==> src/rtl/lsu_pkg.sv <==
package lsu_pkg;

    localparam int XLEN    = 32;
    localparam int OPC_W   = 6;
    localparam int IDX_W   = 5;
    localparam int IMM_W   = 16;
    localparam int ALIGN_W = 2;
    localparam int WADDR_W = XLEN - ALIGN_W;

    localparam logic [OPC_W-1:0] OPC_LD_WORD  = 6'b010000;
    localparam logic [OPC_W-1:0] OPC_ST_WORD  = 6'b010001;
    localparam logic [OPC_W-1:0] OPC_LD_CLO   = 6'b010010;
    localparam logic [OPC_W-1:0] OPC_ST_CLO   = 6'b010011;
    localparam logic [OPC_W-1:0] OPC_LD_CHI   = 6'b010100;
    localparam logic [OPC_W-1:0] OPC_ST_CHI   = 6'b010101;

    typedef struct packed {
        logic               mem_we;
        logic               mem_re;
        logic               misalign;
        logic [WADDR_W-1:0] waddr;
        logic [XLEN-1:0]    wdata;
        logic               rf_en;
        logic               rf_from_mem;
        logic [IDX_W-1:0]   rf_idx;
        logic [XLEN-1:0]    rf_val;
    } lsu_req_t;

    typedef struct packed {
        logic             rf_en;
        logic             from_mem;
        logic [IDX_W-1:0] idx;
        logic [XLEN-1:0]  val;
    } lsu_wb_t;

    typedef struct packed {
        lsu_req_t s1;
        lsu_wb_t  s2;
    } lsu_state_t;

endpackage

==> src/rtl/lsu_imm_ext.sv <==
module lsu_imm_ext
    import lsu_pkg::*;
(
    input  logic [IMM_W-1:0] imm,
    output logic [XLEN-1:0]  sext,
    output logic [XLEN-1:0]  zext,
    output logic [XLEN-1:0]  upper
);
    localparam int PAD_W = XLEN - IMM_W;

    always_comb begin
        sext  = {{PAD_W{imm[IMM_W-1]}}, imm};
        zext  = {{PAD_W{1'b0}}, imm};
        upper = zext << IMM_W;
    end
endmodule

==> src/rtl/lsu_decode.sv <==
module lsu_decode
    import lsu_pkg::*;
(
    input  logic             op_valid,
    input  logic [OPC_W-1:0] opcode,
    input  logic [IDX_W-1:0] rd_idx,
    input  logic [IMM_W-1:0] imm,
    input  logic [XLEN-1:0]  rs_value,
    input  logic [XLEN-1:0]  rd_value,
    output lsu_req_t         req
);
    logic [XLEN-1:0] c_sext;
    logic [XLEN-1:0] c_zext;
    logic [XLEN-1:0] c_upper;
    logic [XLEN-1:0] byte_addr;

    lsu_imm_ext u_ext (
        .imm   (imm),
        .sext  (c_sext),
        .zext  (c_zext),
        .upper (c_upper)
    );

    always_comb begin
        req        = '0;
        req.rf_idx = rd_idx;
        byte_addr  = rs_value + c_sext;
        if (op_valid) begin
            case (opcode)
                OPC_LD_WORD: begin
                    req.mem_re      = 1'b1;
                    req.rf_en       = 1'b1;
                    req.rf_from_mem = 1'b1;
                end
                OPC_ST_WORD: begin
                    req.mem_we = 1'b1;
                    req.wdata  = rd_value;
                end
                OPC_LD_CLO: begin
                    req.rf_en  = 1'b1;
                    req.rf_val = c_zext;
                end
                OPC_LD_CHI: begin
                    req.rf_en  = 1'b1;
                    req.rf_val = c_upper;
                end
                OPC_ST_CLO: begin
                    byte_addr  = rd_value;
                    req.mem_we = 1'b1;
                    req.wdata  = c_zext;
                end
                OPC_ST_CHI: begin
                    byte_addr  = rd_value;
                    req.mem_we = 1'b1;
                    req.wdata  = c_upper;
                end
                default: ;
            endcase
        end
        if ((req.mem_we || req.mem_re) && (byte_addr[ALIGN_W-1:0] != '0)) begin
            req.misalign    = 1'b1;
            req.mem_we      = 1'b0;
            req.mem_re      = 1'b0;
            req.rf_en       = 1'b0;
            req.rf_from_mem = 1'b0;
        end
        req.waddr = byte_addr[XLEN-1:ALIGN_W];
    end

    always_comb begin
        assert (!(req.mem_we && req.mem_re));
    end
endmodule

==> src/rtl/lsu_unit.sv <==
module lsu_unit
    import lsu_pkg::*;
(
    input  logic               clk,
    input  logic               rst_n,
    input  logic               op_valid,
    input  logic [OPC_W-1:0]   op_code,
    input  logic [IDX_W-1:0]   op_rd,
    input  logic [IMM_W-1:0]   op_imm,
    input  logic [XLEN-1:0]    rs_value,
    input  logic [XLEN-1:0]    rd_value,
    output logic [WADDR_W-1:0] mem_addr,
    output logic [XLEN-1:0]    mem_wdata,
    output logic               mem_we,
    output logic               mem_re,
    input  logic [XLEN-1:0]    mem_rdata,
    output logic               misalign,
    output logic               rf_we,
    output logic [IDX_W-1:0]   rf_waddr,
    output logic [XLEN-1:0]    rf_wdata
);
    lsu_req_t   dec_req;
    lsu_state_t st_d;
    lsu_state_t st_q;

    lsu_decode u_dec (
        .op_valid (op_valid),
        .opcode   (op_code),
        .rd_idx   (op_rd),
        .imm      (op_imm),
        .rs_value (rs_value),
        .rd_value (rd_value),
        .req      (dec_req)
    );

    always_comb begin
        st_d             = st_q;
        st_d.s1          = dec_req;
        st_d.s2.rf_en    = st_q.s1.rf_en;
        st_d.s2.from_mem = st_q.s1.rf_from_mem;
        st_d.s2.idx      = st_q.s1.rf_idx;
        st_d.s2.val      = st_q.s1.rf_val;
    end

    always_ff @(posedge clk) begin
        if (!rst_n) st_q <= '0;
        else        st_q <= st_d;
    end

    assign mem_addr  = st_q.s1.waddr;
    assign mem_wdata = st_q.s1.wdata;
    assign mem_we    = st_q.s1.mem_we;
    assign mem_re    = st_q.s1.mem_re;
    assign misalign  = st_q.s1.misalign;
    assign rf_we     = st_q.s2.rf_en;
    assign rf_waddr  = st_q.s2.idx;
    assign rf_wdata  = st_q.s2.from_mem ? mem_rdata : st_q.s2.val;

    AST_PORT_EXCL: assert property (@(posedge clk) disable iff (!rst_n)
        !(mem_we && mem_re));
    AST_MISALIGN_QUIET: assert property (@(posedge clk) disable iff (!rst_n)
        misalign |-> (!mem_we && !mem_re));
    AST_MISALIGN_NO_WB: assert property (@(posedge clk) disable iff (!rst_n)
        misalign |=> !rf_we);
    AST_STORE_NO_WB: assert property (@(posedge clk) disable iff (!rst_n)
        mem_we |=> !rf_we);
    AST_READ_THEN_WB: assert property (@(posedge clk) disable iff (!rst_n)
        mem_re |=> rf_we);
endmodule

==> config.mk <==
export PLATFORM = sky130hd
export DESIGN_NAME = lsu_unit
export DESIGN_NICKNAME = d
export VERILOG_FILES = /design/src/rtl/lsu_pkg.sv /design/src/rtl/lsu_imm_ext.sv /design/src/rtl/lsu_decode.sv /design/src/rtl/lsu_unit.sv
export SDC_FILE = /design/constraint.sdc
export NUM_CORES = 1
export LEC_CHECK = 0
export ABC_AREA = 1
export BUFFER_PORTS_ARGS = -buffer_cell sky130_fd_sc_hd__buf_2
export CORE_AREA = 2 2 204 206
export DETAILED_ROUTE_END_ITERATION = 12
export DIE_AREA = 0 0 206 208
export PLACE_DENSITY = 0.55
export REMOVE_ABC_BUFFERS = 1
export SYNTH_ARGS = -nofsm -noshare
export SYNTH_HDL_FRONTEND = slang
export SYNTH_HIERARCHICAL = 1
export SYNTH_SLANG_ARGS = --single-unit
==> constraint.sdc <==
create_clock -name clk -period 6.78 [get_ports clk]
set_clock_uncertainty 0.1 [all_clocks]
set_input_delay 1.356 -clock clk [delete_from_list [all_inputs] [get_ports clk]]
set_output_delay 1.356 -clock clk [all_outputs]
set_load 0.1 [all_outputs]
Yosys cells after proc, flatten, opt, wreduce, memory -nomap -nowiden. Index checks and enable logic that the tools add are counted.

$add $sub $neg: 1. Equality and inequality tests: 6. Muxes and demuxes: 10. Bitwise logic cells: 2. Reductions and logical operators: 9.

Operator list (count): two-way mux 32 bit (3); case mux 32 bit (3 select lines) (1); case mux 32 bit (2 select lines) (1); equality test 6 x 5 -> 1 bit, second input constant (6); adder 32 bit (1); OR reduction 3 bit (3); two-way mux 1 bit (4); OR reduction 2 bit (2); two-way mux 2 bit (1); inverter 1 bit (2); AND reduction 2 bit (1); nonzero test 2 bit (1); logical AND 1 bit (1); logical OR 1 bit (1).

Bits in registers: 143. Word-level logic and storage cells: 41.

Longest topological paths before layout. Gate-level depths: netlist (run 1).

Depth after elaboration: 7. Depth in mapped cells: 16. Depth with buffers taken out: 15.

By module. Netlist (run 1), hierarchy kept.

Modules (own cells, without submodules): lsu_unit (instances 1, cells an instance 616, area an instance 4987.3 sq um, seq. area each 2862.7 sq um); lsu_decode (instances 1, cells an instance 927, area an instance 4374.2 sq um, seq. area each 0.0 sq um); lsu_imm_ext (instances 1, cells an instance 97, area an instance 724.4 sq um, seq. area each 0.0 sq um).

Worst setup path before layout (run 1). No wires, ideal clock.

Path kind: input to output. Start: in mem_rdata[0]. End: out rf_wdata[0]. Data arrival time: 2042 ps. Required time: 5324 ps. Setup slack: 3282 ps. Stages: 2. Path buffers: 0. Cells stage by stage: nand2_1 > nand2_1.

Word-level cells in the longest chain between the ends: 1.

Ends and longest elaborated chain: start: declaration (line lsu_unit.sv:16) `input logic [XLEN-1:0] mem_rdata,`; two-way mux 32 bit (line lsu_unit.sv:57) `assign rf_wdata = st_q.s2.from_mem ? mem_rdata : st_q.s2.val;`; end: declaration (line lsu_unit.sv:20) `output logic [XLEN-1:0] rf_wdata`.

No other way between the ends.

Worst setup path in the final report (run 1).
Start: in op_code[5]. End: reg st_q (netlist bit st_d[38]).

Word-level cells in the longest chain between the ends: 7. Elaborated cells on any way between the ends: 19.

Ends and longest elaborated chain: start: declaration (line lsu_unit.sv:7) `input logic [OPC_W-1:0] op_code,`; equality test 6 x 5 -> 1 bit (line lsu_decode.sv:29) `case (opcode)`; OR reduction 2 bit (no source line) or OR reduction 3 bit (tied branches); two-way mux 32 bit or two-way mux 1 bit (tied branches) (line lsu_decode.sv:29); two-way mux 32 bit or two-way mux 2 bit (tied branches) (line lsu_decode.sv:28) `if (op_valid) begin`; nonzero test 2 bit or logical OR 1 bit (tied branches) (line lsu_decode.sv:60) `if ((req.mem_we || req.mem_re) && (byte_addr[ALIGN_W-1:0] != '0)) begin`; logical AND 1 bit (line lsu_decode.sv:60); OR reduction 3 bit (no source line); end signal: assignment (line lsu_unit.sv:47) `else st_q <= st_d;`; end: declaration (line lsu_unit.sv:24) `lsu_state_t st_q;`.

Parallel ways exist; a longest one is shown, timed or not. A chain may end at the register's enable or synchronous reset.

==> results of run 1 <==
path summary, 6_finish.rpt:
path               from  endpoint
max          op_code[5]  st_d[38]
min            st_d[37]  st_q[37]
max reg2reg    st_d[31]  st_q[31]
min reg2reg    st_d[37]  st_q[37]
cell type report:
type | instances | share of cell area
clock inverter | 15 | 0.01581
multi-input combinational | 938 | 0.3948
clock buffer | 17 | 0.03839
inverter | 362 | 0.1226
timing repair buffer | 237 | 0.1093
sequential | 143 | 0.2584
tap | 532 | 0.06007
antenna | 3 | 0.0006775
per-stage QoR:
| step | cells | util |
|---|---|---|
| CTS | 2244 | 0.2730 |
| global placement | 2212 | 0.2582 |
| finish | 2247 | 0.2732 |
| floorplan | 1443 | - |
| detailed placement | 2212 | 0.2582 |
| global route | 2245 | 0.2731 |
report_power, final:
part / internal, uW / switching [uW] / total, uW
Clock: 554 / 415 / 969
Combinational: 148 / 462 / 610
Sequential: 868 / 7.38 / 876
Total: 1570 / 884 / 2450
critical path, stage by stage:
cell     delay, ns
buf_2         0.11
nor2_4        0.71
inv_2         0.09
nor3_4        0.13
buf_4         0.38
nand3_2       0.45
inv_2         0.49
o21ai_0       0.22
a21oi_2       0.20
nor2_1        0.05
nand2_1       0.06
inv_1         0.04
registers in the layout, summed over array words and instances, names as in the netlist:
signal	cells
mem_wdata	32
st_q	33
mem_re	1
mem_addr	30
mem_we	1
rf_waddr	5
rf_we	1
misalign	1
st_d	39
synth_stat cells:
| master | count |
|---|---|
| a21o_1 | 1 |
| a21oi_1 | 52 |
| a21oi_2 | 1 |
| and2_1 | 1 |
| buf_1 | 5 |
| buf_2 | 20 |
| buf_4 | 170 |
| buf_6 | 13 |
| clkbuf_1 | 20 |
| conb_1 | 1 |
| dfxtp_1 | 143 |
| fa_1 | 1 |
| ha_1 | 31 |
| inv_1 | 359 |
| inv_2 | 3 |
| nand2_1 | 575 |
| nand3_1 | 80 |
| nand3_2 | 1 |
| nand3b_1 | 2 |
| nand4_1 | 34 |
| nand4_2 | 1 |
| nor2_1 | 49 |
| nor2_4 | 1 |
| nor3_1 | 5 |
| nor3_4 | 1 |
| o211ai_1 | 17 |
| o21ai_0 | 5 |
| o21ai_1 | 16 |
| o21bai_1 | 2 |
| o221ai_1 | 15 |
| or2_0 | 1 |
| xnor2_1 | 9 |
| xor2_1 | 5 |
kinds of logic after synthesis:
| logic type | count (synthesis) | synth area share |
|---|---|---|
| AOI/OAI and AO/OA | 109 | 0.06500 |
| xor gates and xnor gates | 14 | 0.01216 |
| adders and majority gates | 32 | 0.04044 |
| buffers and inverters | 590 | 0.2950 |
| DFF | 143 | 0.2838 |
| other | 1 | 0.0003718 |
| and+or+nand+nor | 751 | 0.3032 |
routing by layer:
layer | part of all wire | vias up | routed length, um
met3 | 0.063 | 47 | 1972
met5 | 0.0022 | - | 68
li1 | - | 4805 | -
met2 | 0.46 | 276 | 14440
met1 | 0.46 | 4058 | 14430
met4 | 0.019 | 10 | 608
==> results.cfg, run 1 <==
[run_status]
status = finished, final reports clean

[grt]
antenna_found_initial = 7
use_met2 = 0.2416
grt_max_degree = 107
met3_usage = 0.03744
grt_pass1_vias = 8572
overflow = 0
grt_pass1_wl_mm = 47.81
met1_usage = 0.1898
top_usage_layer = met2
grtUsageTotal = 0.1473

[timing]
setup_viol = 0
hold_violations = 0
maxSlewViolCount = 0
holdWs_ns = 0.3121
rsz0062_at_grt = false
clock.fmax_ghz = 0.2459
final.setup.tns_ns = 0
worst_slack_ns = 2.712
period_share = 0.5999
relSlewSlack = 0.2403
period_minus_slack_ns = 4.068
worstMarginPinSlew_ns = 1.138

[route]
drt_pass1_iterations = 6
wl_per_cell_um = 14.03
ant_nets = 0
via_count = 9196
drtIter0Drc = 606
drt-total-wl_mm = 31.52
routed_via_density = 4.093
drc = 0

[worst_setup_path]
reg2reg_slack_ns = 6.06
cp-end-kind = register
cp.arrival_ns = 4.31
path_class = in -> reg
critPathLaunchType = input pin
crit_required_ns = 7.02
cp_max_fo = 36
reg2reg_depth = 2

[floorplan]
die_area_sq_mm = 0.04285
num_rows = 74
io_pins = 229
start_util = 0.2487
design.core.area_sq_mm = 0.04055
die_w_um = 206
die_h_um = 208

[final_layout]
fillers = 4649
mostFrequentLayoutCells = nand2_1, inv_1, buf_2
drive_above_1_share = 0.1641
final_common_cell = nand2_1
nets = 1857
syn2layout_area_growth_pct = 9.862
final_area_sq_mm = 0.01108
register_area_sq_mm = 0.002863
multiInputGateArea_sq_mm = 0.004374

[power_and_ir_drop]
p_leak_uw = 0.007014
design_power_total_uw = 2455
p_per_area_mw_per_mm2 = 221.5
ir_drop_mv = 0.1702

[clock_tree]
cts.clk_slew.worst_paths_ns = 0.06
htreeDepth = 4
cts.repair.resized = 0
cts_hold_buffers = 0
post_cts_buffers = 0
clkSinkCount = 143
cts.path.max_buffers = 2
cts_tree = yes
numCtsBuffers = 17
root_buffer = clkbuf_16
clock_latency_ns = 0.44

[flow_run]
cap_violations = 0

[place]
pre_cts_ws_ns = 2.326
port_buffers = 228
gp_congestion = 0.8579
post-dp-hpwl_mm = 24.63
placed_area_sq_mm = 0.01047

[logic_synthesis]
synth_cell_types = 33
synth.top_cell.area_share = 0.2838
synth_top_area_cell = dfxtp_1
yosys-top-cells-area = dfxtp_1, nand2_1, inv_1, buf_4, nand3_1
synth_area_sq_mm = 0.01009
synthCells = 1640
yosys_warnings = 6
syn-mean-instance-area_sq_um = 6.150
synth-seq-area-share = 0.2838
ys_ff_latch = 143

[hold_path]
hold_depth = 2
min_path_type = reg -> reg
Note: power is estimated with default switching activity, not from simulation.
==> run 2, diff against run 1 <==
- clock period: 6.78 -> 3.8 ns (I/O delays scaled with it)
==> run 2 against run 1 <==
  * Via count rose by 1.2%
  * Power increased by 74%
  * Clock-buffer cell count is the same
  * Flip-flop and latch count did not move
  * Combinational power grew 80%
  * Sequential share of layout area decreased by 0.087 points
  * Sequential power up 78%
  * Critical endpoint is now rf_wdata[30]
  * Largest cell class unchanged
  * Largest power group unchanged
==> results.cfg, run 2 (synthesis results as in run 1) <==
[clock_tree]
cts.clk_slew.worst_paths_ns = 0.06
root_buffer = clkbuf_16
cts_hold_buffers = 0
post_cts_buffers = 0
cts.path.max_buffers = 2
clock_latency_ns = 0.45
numCtsBuffers = 17
clkSinkCount = 143
cts_tree = yes
cts.repair.resized = 0
htreeDepth = 4

[floorplan]
die_area_sq_mm = 0.04285
die_h_um = 208
die_w_um = 206
start_util = 0.2487
design.core.area_sq_mm = 0.04055
num_rows = 74
io_pins = 229

[route]
drt-total-wl_mm = 32.51
wl_per_cell_um = 14.41
ant_nets = 0
routed_via_density = 4.126
drc = 0
drtIter0Drc = 550
drt_pass1_iterations = 5
via_count = 9309

[worst_setup_path]
crit_required_ns = 2.94
reg2reg_from = st_d[31]
reg2reg_slack_ns = 3.14
slowest_stage = buf_2
cp-end-kind = output pin
worstReg2RegEnd = st_q[31]
crit_chain = inv_1 > buf_4 > nand2_1 > nand2_1 > buf_2
critPathLaunchType = register
reg2reg_depth = 2
cp_max_fo = 20
cp.arrival_ns = 2.09
worst_path_most_repeated_cell = nand2_1
path_class = reg -> out
worst_path_largest_cell_delay_ns = 0.42

[grt]
grt_max_degree = 61
overflow = 0
antenna_found_initial = 9
grtUsageTotal = 0.1520
grt_pass1_vias = 8912
grt_pass1_wl_mm = 49.13

[run_status]
status = finished, final reports clean

[timing]
relSlewSlack = 0.2350
maxSlewViolCount = 0
hold_violations = 0
clock.fmax_ghz = 0.3393
setup_viol = 0
rsz0062_at_grt = false
period_share = 0.7756
worst_slack_ns = 0.8526
worstMarginPinSlew_ns = 1.146
final.setup.tns_ns = 0
period_minus_slack_ns = 2.947

[final_layout]
nets = 1862
final_util = 0.2742
mostFrequentLayoutCells = nand2_1, inv_1, buf_2
syn2layout_area_growth_pct = 10.23
drive_above_1_share = 0.1666
final_common_cell = nand2_1
largest_reg_flops = 39
fillers = 4623
final_area_sq_mm = 0.01112

[power_and_ir_drop]
design_power_total_uw = 4282
p_leak_uw = 0.007029
ir_drop_mv = 0.2250
p_per_area_mw_per_mm2 = 385.1

[hold_path]
hold_end = rf_waddr[3]
min_path_type = reg -> reg
min-delay-start = st_d[35]
hold_depth = 2

[place]
gp_congestion = 0.8577
pre_cts_ws_ns = 0.7351
port_buffers = 228
post-dp-hpwl_mm = 25.19
placed_area_sq_mm = 0.01054

[flow_run]
cap_violations = 0
[run 2: stage by stage]
| stage | cells | hold WS, ns |
|---|---|---|
| floorplan | 1443 | 0.2900 |
| global placement | 2217 | 0.2926 |
| CTS | 2249 | 0.3133 |
| global route | 2252 | 0.3321 |
| detailed placement | 2217 | 0.2987 |
| finish | 2256 | 0.3104 |
[run 2: cell type report]
class / count / area (sq um) / area share
diodes: 7 / 17.52 / 0.001576
clock buffers: 17 / 425.4 / 0.03826
clock inverters: 15 / 140.1 / 0.01260
inverters: 362 / 1359 / 0.1222
multi-input cells: 938 / 4374 / 0.3934
flip-flops and latches: 143 / 2863 / 0.2575
well taps: 532 / 665.6 / 0.05987
repair buffers: 242 / 1274 / 0.1146
[run 2: critical path, delay by kind of cell, from the launching register on]
family,cells,cell delay (ns)
buf+inv,3,1.14
flops,1,0.31
simple gates,2,0.17
[run 2: how the worst max path moves through the flow]
stage,from,end,slack (ns),cells after the start
2_1_floorplan,op_code[2],mem_re,-0.77,12
3_3_place_gp,op_imm[15],mem_addr[26],0.76,14
3_5_place_dp,op_imm[0],mem_addr[20],0.74,16
4_1_cts,st_q[37],rf_wdata[22],0.74,5
5_1_grt,st_q[37],rf_wdata[31],0.64,5
6_report,st_q[37],rf_wdata[30],0.85,5
[run 2: where the power goes]
part,switching [uW],internal (uW),total [uW],leakage (uW)
Sequential,14.0,1550,1560,0.00116
Clock,755,864,1620,0.000274
Combinational,833,267,1100,0.00559
Total,1600,2680,4280,0.00703
[run 2: layer usage]
metal  part of all wire  routed length [um]  vias up  global-route usage
li1                   -                   -     4820                   -
met1               0.45               14690     4172              0.1915
met2               0.46               15010      262              0.2489
met3              0.063                2050       47             0.03853
met4              0.021                 692        8             0.05493
met5             0.0019                  61        -                   0
